## config.mk

```make
export PLATFORM = sky130hd
export DESIGN_NAME = qspi_xip_reader
export DESIGN_NICKNAME = d
export VERILOG_FILES = /design/src/rtl/qxr_pkg.sv /design/src/rtl/qxr_seq.sv /design/src/rtl/qxr_txmux.sv /design/src/rtl/qxr_rxasm.sv /design/src/rtl/qspi_xip_reader.sv
export SDC_FILE = /design/constraint.sdc
export NUM_CORES = 1
export LEC_CHECK = 0
export CORE_MARGIN = 2
export CORE_UTILIZATION = 30
export CTS_BUF_LIST = sky130_fd_sc_hd__clkbuf_16
export DETAILED_ROUTE_END_ITERATION = 10
export GPL_ROUTABILITY_DRIVEN = 0
export PLACE_DENSITY = 0.54
export RECOVER_POWER = 25
export SETUP_SLACK_MARGIN = 0.02
export SKIP_CTS_REPAIR_TIMING = 1
export SLEW_MARGIN = 0
export SYNTH_ARGS = -nofsm -noshare
export SYNTH_HDL_FRONTEND = slang
export SYNTH_HIERARCHICAL = 1
export SYNTH_SLANG_ARGS = --single-unit
```

## constraint.sdc

```tcl
create_clock -name clk -period 2.02 [get_ports clk]
set_input_delay 0.202 -clock clk [delete_from_list [all_inputs] [get_ports clk]]
set_output_delay 0.202 -clock clk [all_outputs]
set_load 0.02 [all_outputs]
```

## src/rtl/qxr_pkg.sv

```systemverilog
package qxr_pkg;

    typedef enum logic [2:0] {
        PH_IDLE,
        PH_CMD,
        PH_ADDR,
        PH_DUMMY,
        PH_DATA,
        PH_GAP
    } phase_e;

    localparam int WORD_W       = 32;
    localparam int NIBS_PER_WRD = WORD_W / 4;
    localparam int CMD_BITS     = 8;
    localparam int ADDR_NIBS_3B = 6;
    localparam int ADDR_NIBS_4B = 8;
    localparam int GAP_CLKS     = 4;

    // Bit position in the response word of received nibble n (0..7):
    // bytes little-endian, high nibble of each byte first.
    function automatic logic [4:0] rx_pos(input logic [2:0] n);
        return {n[2:1], ~n[0], 2'b00};
    endfunction

    // Nibble of a word, index 0 = most significant nibble.
    function automatic logic [3:0] tx_nib(input logic [WORD_W-1:0] w, input logic [2:0] idx);
        logic [WORD_W-1:0] s;
        s = w >> {3'd7 - idx, 2'b00};
        return s[3:0];
    endfunction

endpackage

```

## src/rtl/qxr_seq.sv

```systemverilog
module qxr_seq
    import qxr_pkg::*;
#(
    parameter int DUMMY_CYC = 6,
    parameter int CNT_W     = 3
) (
    input  logic             clk,
    input  logic             rst,
    input  logic             start_i,
    input  logic             mode4_i,
    output phase_e           state_o,
    output logic [CNT_W-1:0] cnt_o,
    output logic             mode4_o,
    output logic             sclk_o,
    output logic             cs_n_o,
    output logic             cap_stb_o,
    output logic             done_o
);

    phase_e           state;
    phase_e           nxt_state;
    logic [CNT_W-1:0] cnt;
    logic [CNT_W-1:0] last_cnt;
    logic             ph;
    logic             mode4;
    logic             sclk;
    logic             cs_n;
    logic             done;

    always_comb begin
        nxt_state = PH_IDLE;
        last_cnt  = CNT_W'(CMD_BITS - 1);
        case (state)
            PH_CMD: begin
                last_cnt  = CNT_W'(CMD_BITS - 1);
                nxt_state = PH_ADDR;
            end
            PH_ADDR: begin
                last_cnt  = mode4 ? CNT_W'(ADDR_NIBS_4B - 1) : CNT_W'(ADDR_NIBS_3B - 1);
                nxt_state = PH_DUMMY;
            end
            PH_DUMMY: begin
                last_cnt  = CNT_W'(DUMMY_CYC - 1);
                nxt_state = PH_DATA;
            end
            PH_DATA: begin
                last_cnt  = CNT_W'(NIBS_PER_WRD - 1);
                nxt_state = PH_GAP;
            end
            default: begin
                last_cnt  = CNT_W'(GAP_CLKS - 1);
                nxt_state = PH_IDLE;
            end
        endcase
    end

    always_ff @(posedge clk) begin
        if (rst) begin
            state <= PH_IDLE;
            cnt   <= '0;
            ph    <= 1'b0;
            mode4 <= 1'b0;
            sclk  <= 1'b0;
            cs_n  <= 1'b1;
            done  <= 1'b0;
        end else begin
            done <= 1'b0;
            case (state)
                PH_IDLE: begin
                    if (start_i) begin
                        state <= PH_CMD;
                        cnt   <= '0;
                        ph    <= 1'b0;
                        cs_n  <= 1'b0;
                        mode4 <= mode4_i;
                    end
                end
                PH_GAP: begin
                    if (cnt == last_cnt) begin
                        state <= PH_IDLE;
                        cnt   <= '0;
                    end else begin
                        cnt <= cnt + 1'b1;
                    end
                end
                default: begin
                    if (!ph) begin
                        sclk <= 1'b1;
                        ph   <= 1'b1;
                    end else begin
                        sclk <= 1'b0;
                        ph   <= 1'b0;
                        if (cnt == last_cnt) begin
                            cnt   <= '0;
                            state <= nxt_state;
                            if (state == PH_DATA) begin
                                cs_n <= 1'b1;
                                done <= 1'b1;
                            end
                        end else begin
                            cnt <= cnt + 1'b1;
                        end
                    end
                end
            endcase
        end
    end

    assign state_o   = state;
    assign cnt_o     = cnt;
    assign mode4_o   = mode4;
    assign sclk_o    = sclk;
    assign cs_n_o    = cs_n;
    assign cap_stb_o = (state == PH_DATA) && ph;
    assign done_o    = done;

    // Assertion support: cycles spent with chip select high, saturating.
    logic [2:0] hi_run;
    logic       seen_tx;
    always_ff @(posedge clk) begin
        if (rst) begin
            hi_run  <= '0;
            seen_tx <= 1'b0;
        end else begin
            if (done) seen_tx <= 1'b1;
            if (cs_n) hi_run <= (hi_run == 3'd7) ? hi_run : hi_run + 1'b1;
            else      hi_run <= '0;
        end
    end

    p_sclk_idle_r2: assert property (@(posedge clk) disable iff (rst)
        cs_n |-> !sclk);
    p_rsp_pulse_r9: assert property (@(posedge clk) disable iff (rst)
        done |=> !done);
    p_release_r9: assert property (@(posedge clk) disable iff (rst)
        $rose(cs_n) |-> done);
    p_gap_r10: assert property (@(posedge clk) disable iff (rst)
        ($fell(cs_n) && seen_tx) |-> (hi_run >= 3'd4));

endmodule

```

## src/rtl/qxr_txmux.sv

```systemverilog
module qxr_txmux
    import qxr_pkg::*;
(
    input  phase_e            state_i,
    input  logic [2:0]        cnt_i,
    input  logic              mode4_i,
    input  logic [WORD_W-1:0] addr_i,
    input  logic [7:0]        opcode_i,
    output logic [3:0]        io_o,
    output logic [3:0]        io_oe
);

    logic [2:0] bit_idx;
    logic [2:0] nib_idx;

    assign bit_idx = 3'(CMD_BITS - 1) - cnt_i;
    assign nib_idx = cnt_i + (mode4_i ? 3'd0 : 3'(ADDR_NIBS_4B - ADDR_NIBS_3B));

    always_comb begin
        io_o  = 4'b0000;
        io_oe = 4'b0000;
        case (state_i)
            PH_CMD: begin
                io_o  = {3'b000, opcode_i[bit_idx]};
                io_oe = 4'b0001;
            end
            PH_ADDR: begin
                io_o  = tx_nib(addr_i, nib_idx);
                io_oe = 4'b1111;
            end
            default: begin
                io_o  = 4'b0000;
                io_oe = 4'b0000;
            end
        endcase
    end

endmodule

```

## src/rtl/qxr_rxasm.sv

```systemverilog
module qxr_rxasm
    import qxr_pkg::*;
(
    input  logic              clk,
    input  logic              rst,
    input  logic              clr_i,
    input  logic              stb_i,
    input  logic [2:0]        idx_i,
    input  logic [3:0]        nib_i,
    output logic [WORD_W-1:0] word_o
);

    logic [WORD_W-1:0] word;

    always_ff @(posedge clk) begin
        if (rst || clr_i) begin
            word <= '0;
        end else if (stb_i) begin
            word[rx_pos(idx_i) +: 4] <= nib_i;
        end
    end

    assign word_o = word;

endmodule

```

## src/rtl/qspi_xip_reader.sv

```systemverilog
module qspi_xip_reader
    import qxr_pkg::*;
#(
    parameter logic [7:0] OPC_3B    = 8'hEB,
    parameter logic [7:0] OPC_4B    = 8'hEC,
    parameter int         DUMMY_CYC = 6
) (
    input  logic        clk,
    input  logic        rst,
    input  logic        req_valid,
    output logic        req_ready,
    input  logic [31:0] req_addr,
    input  logic        addr4_en,
    output logic        rsp_valid,
    output logic [31:0] rsp_data,
    output logic        flash_cs_n,
    output logic        flash_sclk,
    output logic [3:0]  flash_io_o,
    output logic [3:0]  flash_io_oe,
    input  logic [3:0]  flash_io_i
);

    localparam int MAX_CNT = (DUMMY_CYC > NIBS_PER_WRD) ? DUMMY_CYC : NIBS_PER_WRD;
    localparam int CNT_W   = $clog2(MAX_CNT);

    phase_e            state;
    logic [CNT_W-1:0]  cnt;
    logic              mode4;
    logic              cap_stb;
    logic              start;
    logic [WORD_W-1:0] addr_q;

    assign req_ready = (state == PH_IDLE);
    assign start     = req_valid && req_ready;

    always_ff @(posedge clk) begin
        if (rst)        addr_q <= '0;
        else if (start) addr_q <= req_addr;
    end

    qxr_seq #(
        .DUMMY_CYC (DUMMY_CYC),
        .CNT_W     (CNT_W)
    ) u_seq (
        .clk       (clk),
        .rst       (rst),
        .start_i   (start),
        .mode4_i   (addr4_en),
        .state_o   (state),
        .cnt_o     (cnt),
        .mode4_o   (mode4),
        .sclk_o    (flash_sclk),
        .cs_n_o    (flash_cs_n),
        .cap_stb_o (cap_stb),
        .done_o    (rsp_valid)
    );

    qxr_txmux u_tx (
        .state_i  (state),
        .cnt_i    (cnt[2:0]),
        .mode4_i  (mode4),
        .addr_i   (addr_q),
        .opcode_i (mode4 ? OPC_4B : OPC_3B),
        .io_o     (flash_io_o),
        .io_oe    (flash_io_oe)
    );

    qxr_rxasm u_rx (
        .clk    (clk),
        .rst    (rst),
        .clr_i  (start),
        .stb_i  (cap_stb),
        .idx_i  (cnt[2:0]),
        .nib_i  (flash_io_i),
        .word_o (rsp_data)
    );

    p_busy_hold_r1: assert property (@(posedge clk) disable iff (rst)
        !flash_cs_n |-> !req_ready);
    p_oe_shape_r3: assert property (@(posedge clk) disable iff (rst)
        (flash_io_oe == 4'b0000) || (flash_io_oe == 4'b0001) || (flash_io_oe == 4'b1111));
    p_oe_quiet_r6: assert property (@(posedge clk) disable iff (rst)
        ((state == PH_DUMMY) || (state == PH_DATA)) |-> (flash_io_oe == 4'b0000));
    p_oe_cs_r6: assert property (@(posedge clk) disable iff (rst)
        (flash_io_oe != 4'b0000) |-> !flash_cs_n);
    p_fall_edge_r8: assert property (@(posedge clk) disable iff (rst)
        (!flash_cs_n && $past(!flash_cs_n) && !$stable(flash_io_o)) |-> $fell(flash_sclk));

endmodule

```

* Word-level counts from Yosys, hierarchy flattened
Cells that the tools add are included.
Word-level totals: register bits after elaboration 75, bits of input ports 40, output and inout port bits 44, logic and storage cells 73
Operators by class: add/subtract/negate cells 5, $lt $le $gt $ge 1, equality and inequality tests 8, shift-type cells 3, multiplexer cells 27, bitwise gates (word level) 4, reduce and logical (&&, ||, !) cells 16
Operators with widths (number):
- bitwise mux 32 bit | 1
- variable shift 4 x 7 -> 32 bit (first input constant) | 1
- variable part select 4 x 7 -> 32 bit | 1
- right shift 32 x 5 -> 4 bit | 1
- 2-to-1 mux 3 bit | 8
- one-hot mux 4 bit (2 select lines) | 2
- one-hot mux 3 bit (2 select lines) | 2
- one-hot mux 3 bit (4 select lines) | 1
- one-hot mux 3 bit (3 select lines) | 1
- 2-to-1 mux 1 bit | 7
- negator 5 -> 7 bit | 1
- == test 3 x 2 -> 1 bit (second input constant) | 2
- == test 3 bit (second input constant) | 2
- AND reduction 2 bit | 3
- nonzero test 2 bit | 3
- subtractor 3 bit (first input constant) | 2
- AND reduction 5 bit | 1
- OR reduction 5 bit | 1
- less-than comparator 3 x 4 -> 1 bit (second input constant) | 1
- 2-to-1 mux 2 bit | 2
- != test 2 x 1 -> 1 bit (second input constant) | 2
- inverter 1 bit | 4
- one-hot mux 1 bit (2 select lines) | 2
- AND reduction 4 bit | 1
- other kinds (10) | 12

* Logic depth before layout (Yosys ltp)
depth in word-level cells 7, mapped depth 8, gate-level depth less buffers 6

* Modules after synthesis
Netlist, hierarchy kept.
By module, submodules not included:
- qspi_xip_reader | times used 1, cells each 144, area an instance 1490.2 um2, seq. area each 640.6 um2
- qxr_rxasm | times used 1, cells each 140, area an instance 1350.0 um2, seq. area each 640.6 um2
- qxr_seq | times used 1, cells each 98, area an instance 733.2 um2, seq. area each 220.2 um2
- qxr_txmux | times used 1, cells each 36, area an instance 402.9 um2, seq. area each 0.0 um2

* Worst setup path after synthesis
OpenSTA, ideal clock, no wires.
path type register to register, from register u_seq.state[1], in the netlist u_seq/state_o[1], to register u_seq.cnt[2], in the netlist u_seq/cnt_o[2], library setup time 0.074 ns, arrival time 1.916 ns, required time 1.946 ns, slack 0.030 ns, cell stages (with the launch flop) 9, buffers on the path 2, period minus slack after synthesis 1.990 ns, cells stage by stage dfxtp_1 nor4b_2 buf_6 buf_12 nor3_1 nor2_1 o22ai_1 or4_1 a31oi_1
On the way: elaborated cells between the ends (all ways) 16, classes of those cells 7 x eq/ne; 4 x mux; 5 x reduce/logical
RTL lines:
- start: declaration | line qxr_seq.sv:20 | phase_e state;
- start signal: assignment | line qxr_seq.sv:95 | state <= nxt_state;
- logical NOT 3 bit | line qspi_xip_reader.sv:33 | assign req_ready = (state == PH_IDLE);
- logical AND 1 bit | line qspi_xip_reader.sv:34 | assign start = req_valid && req_ready;
- net start | line qspi_xip_reader.sv:30 | logic start;
- != test 2 x 1 -> 1 bit (no line)
- AND reduction 2 bit (no line)
- end signal: assignment | line qxr_seq.sv:83 | cnt <= cnt + 1'b1;
- end signal: assignment | line qxr_seq.sv:101 | cnt <= cnt + 1'b1;
- end: declaration | line qxr_seq.sv:22 | logic [CNT_W-1:0] cnt;
The timed path passes the listed nets, and every way through them passes these cells. The select of a mux whose other input is x is not followed. A chain may end at the register's enable or synchronous reset.

* Final worst setup path
from register u_seq.mode4, in the netlist u_seq/mode4_o, to output port flash_io_o[2]
On the way: word-level cells in the longest chain between the ends 5
Ends and longest elaborated chain:
- start: declaration | line qxr_seq.sv:25 | logic mode4;
- start signal: assignment | line qxr_seq.sv:75 | mode4 <= mode4_i;
- 2-to-1 mux 2 bit | line qxr_txmux.sv:17 | assign nib_idx = cnt_i + (mode4_i ? 3'd0 : 3'(ADDR_NIBS_4B - ADDR_NIBS_3B));
- adder 3 bit | line qxr_txmux.sv:17
- subtractor 3 bit | line qxr_pkg.sv:28 | s = w >> {3'd7 - idx, 2'b00};
- right shift 32 x 5 -> 4 bit | line qxr_pkg.sv:28
- one-hot mux 4 bit (2 select lines) | line qxr_txmux.sv:22 | case (state_i)
- end: declaration | line qspi_xip_reader.sv:18 | output logic [3:0] flash_io_o,
No other way between the ends.

==> flow_summary_export.csv <==
group,metric,value,unit
status,outcome,"complete, no violations",
final_layout,antenna_cells,0,
pwr,powerDensity,828,nW/um2
sta,clock_skew,0.00624,ns
setup_path,critPathRequiredTime,1.82,ns
logic_synthesis,synth.area.mux_share,23.3,%
pwr,peakVddDrop,0.000347,V
drt,wl,9590,um
floorplanning,start_util,30.4,%
setup_path,ff2ff_setup_slack,0.13,ns
setup_path,worst-setup-path-type,"register to output pin",
final_layout,nNetsFinal,563,
logic_synthesis,synth_commonest_cells,"75 x dfxtp_1, 72 x mux2i_1, 66 x nand2b_1, 48 x nand2_1, 20 x nor2_1",
drt,ant_nets,0,
setup_path,r2r-end,"u_seq/cnt_o[2]",
setup_path,start_kind,"register",
drt,vias_per_cell,4.62,
logic_synthesis,synth_area_leaders,"dfxtp_1 38%, mux2i_1 18%, nand2b_1 10%, mux4_2 4.5%, nand2_1 4.5%",
global_route,grt_max_degree,76,
floorplanning,die_area,14200,um2
setup_path,crit_fanout,4,
global_route,grt_pass1_wl,15700,um
logic_synthesis,synth_top_family_by_area,"simple AND/OR/NAND/NOR gates",
clock_network,clk_pin_slew,0.06,ns
drt,drt_iter0_drc,114,
logic_synthesis,async_flop_share,0,%
floorplanning,dieWidth,119,um
logic_synthesis,yosys.area_share.simple,25.5,%
final_layout,drive_gt1_share,15.5,%
clock_network,numCtsBuffers,9,
sta,setup_viol,0,
drt,drc,0,
logic_synthesis,synth_edf_count,0,
drt,drtPass1Iterations,4,
clock_network,cts_buffer_depth,2,
logic_synthesis,avgSynthCellArea,9.51,um2
place,port-buffer-count,83,
clock_network,clockRootBuffer,"clkbuf_16",
worst_hold_path,min-delay-start,"rst",
sta,period_share,99.2,%
global_route,grt_overflow,0,
worst_hold_path,hold_class,"input port to register",
logic_synthesis,yosysSeqAreaShare,37.8,%
logic_synthesis,synth_top_cell_area_share,37.8,%
floorplanning,pin_count,84,
logic_synthesis,synth_fa_ha_area_share,1.57,%
logic_synthesis,synthFlopType,"dfxtp_1",
logic_synthesis,netlist_area,3980,um2
worst_hold_path,hold_depth,4,
sta,fmax,499,MHz
global_route,grt_usage,14.0,%
setup_path,reg2regPathDepth,7,
clock_network,clkLatencyLatePin,0.34,ns
flow_run,drv_cap,0,
clock_network,cts_tree,"built",
logic_synthesis,synth.largest_area_cell,"dfxtp_1",
drt,vias,3229,
floorplanning,die_height,119,um
sta,tightest_slew,0.556,ns
worst_hold_path,holdPathEnd,"u_rx/word_o[30]",
logic_synthesis,synth_xor_area_share,1.29,%
logic_synthesis,ys_types,51,
drt,wire_per_inst,13.7,um
logic_synthesis,yosys_warnings,6,
clock_network,clkSinkCount,75,
logic_synthesis,synth-compound-area-share,4.59,%
sta,max-slew-margin-rel,63.0,%
logic_synthesis,synthCells,418,
global_route,first_global_vias,3124,
final_layout,post-route-util,41.9,%
sta,hold_violations,0,
final_layout,stdcell_area,5490,um2
sta,grt_setup_unrepaired,"yes",
setup_path,worstPathArrival,1.80,ns
floorplanning,num_rows,42,
logic_synthesis,synth_most_common_cell,"dfxtp_1",
logic_synthesis,synth_seq_cells,75,
floorplanning,core,13100,um2
sta,finalMaxSlewViolations,0,
final_layout,area_growth,37.9,%
setup_path,r2r_start,"u_seq/cnt_o[0]",
place,dpl_cell_area,5080,um2
pwr,p_leak,2.36,nW
sta,min_period,2.00,ns
setup_path,end_kind,"output pin",
sta,setup_tns,0,ns
place,post-dp-hpwl,6970,um
clock_network,htreeDepth,3,
global_route,antenna_found_initial,0,
[layer usage]
metal  track usage, %  part of all wire, %  vias to the layer above
met4             6.10                  2.1                        0
met5                0                    0                        -
met2             22.6                   47                       86
met3             3.21                  4.6                       16
li1                 -                    -                     1628
met1             17.8                   46                     1499
[cell usage in the layout (no fill, tap or decap), drive strengths merged, types with 3 or more instances in the layout]
master         Yosys  final
dfxtp             75     75
mux2i             72     72
nand2b            66     66
clkdlybuf4s50      0     49
nand2             48     48
buf               13     35
dlygate4sd3        0     26
nor2              22     22
inv               11     14
clkbuf            15     10
a21oi              9      9
mux4               9      9
nand3b             7      7
nor3               6      6
nand3              6      6
nor2b              6      6
nand4              5      5
o21ai              5      5
conb               2      5
ha                 5      5
dlymetal6s2s       0      3
xor2               3      3
[worst max path at each step]
| stage | from | endpoint | slack [ns] |
|---|---|---|---|
| 6_report | u_seq/mode4_o | flash_io_o[2] | 0.02 |
| 5_1_grt | u_seq/mode4_o | flash_io_o[1] | -0.05 |
| 4_1_cts | u_seq/mode4_o | flash_io_o[3] | -0.51 |
| 3_5_place_dp | u_seq/mode4_o | flash_io_o[3] | -0.11 |
| 3_3_place_gp | u_seq/mode4_o | flash_io_o[3] | -0.07 |
| 2_1_floorplan | u_seq/state_o[1] | u_seq/cnt_o[2] | 0.03 |
[logic make-up (layout without fill, tap and decap cells)]
kind of cell,after synthesis,after routing
AOI/OAI and AO/OA,28,28
xor gates and xnor gates,5,5
adders and majority gates,5,5
buffers and inverters,39,141
DFF,75,75
muxes,81,81
other,2,5
and+or+nand+nor,183,183
[state kept, by name (all words and copies together) (netlist names)]
register and count:
u_seq/cnt_o 3, u_seq/cs_n_o 1, u_seq/mode4_o 1, u_rx/word_o 32, u_seq/ph 1, u_seq/done_o 1, u_seq/sclk_o 1, u_seq/state_o 3
addr_q 32
[final cells by class]
| cell class | count | area (um2) |
|---|---|---|
| multi-input combinational | 307 | 2290 |
| inverter | 11 | 41.3 |
| clock inverter | 7 | 106 |
| fill | 1262 | 7600 |
| tap | 176 | 220 |
| clock buffer | 9 | 225 |
| sequential | 75 | 1510 |
| timing repair buffer | 114 | 1090 |
[where the power goes]
| part | leakage [nW] | internal [W] | switching, W |
|---|---|---|---|
| combinational | 1.59 | 0.000534 | 0.000525 |
| clock | 0.163 | 0.00110 | 0.000713 |
| sequential | 0.612 | 0.00160 | 0.0000678 |
| total | 2.36 | 0.00323 | 0.00131 |
[stage by stage]
stage | power [W] | instances | hold slack [ns] | worst slack, ns
2_1_floorplan | 0.00240 | 421 | 0.274 | 0.0298
3_3_place_gp | 0.00272 | 678 | 0.447 | -0.0718
3_5_place_dp | 0.00273 | 678 | 0.456 | -0.107
4_1_cts | 0.00457 | 694 | 0.199 | -0.508
5_1_grt | 0.00475 | 699 | 0.258 | -0.0455
6_report | 0.00454 | 699 | 0.206 | 0.0166
[worst max-delay path, stage by stage (launching register included)]
cell and delay (ns):
dfxtp_2 0.33, inv_2 0.05, ha_4 0.28, buf_4 0.12, mux4_2 0.29, mux2i_1 0.16, nor2_1 0.07, buf_2 0.16
(Power assumes the default switching activity.)
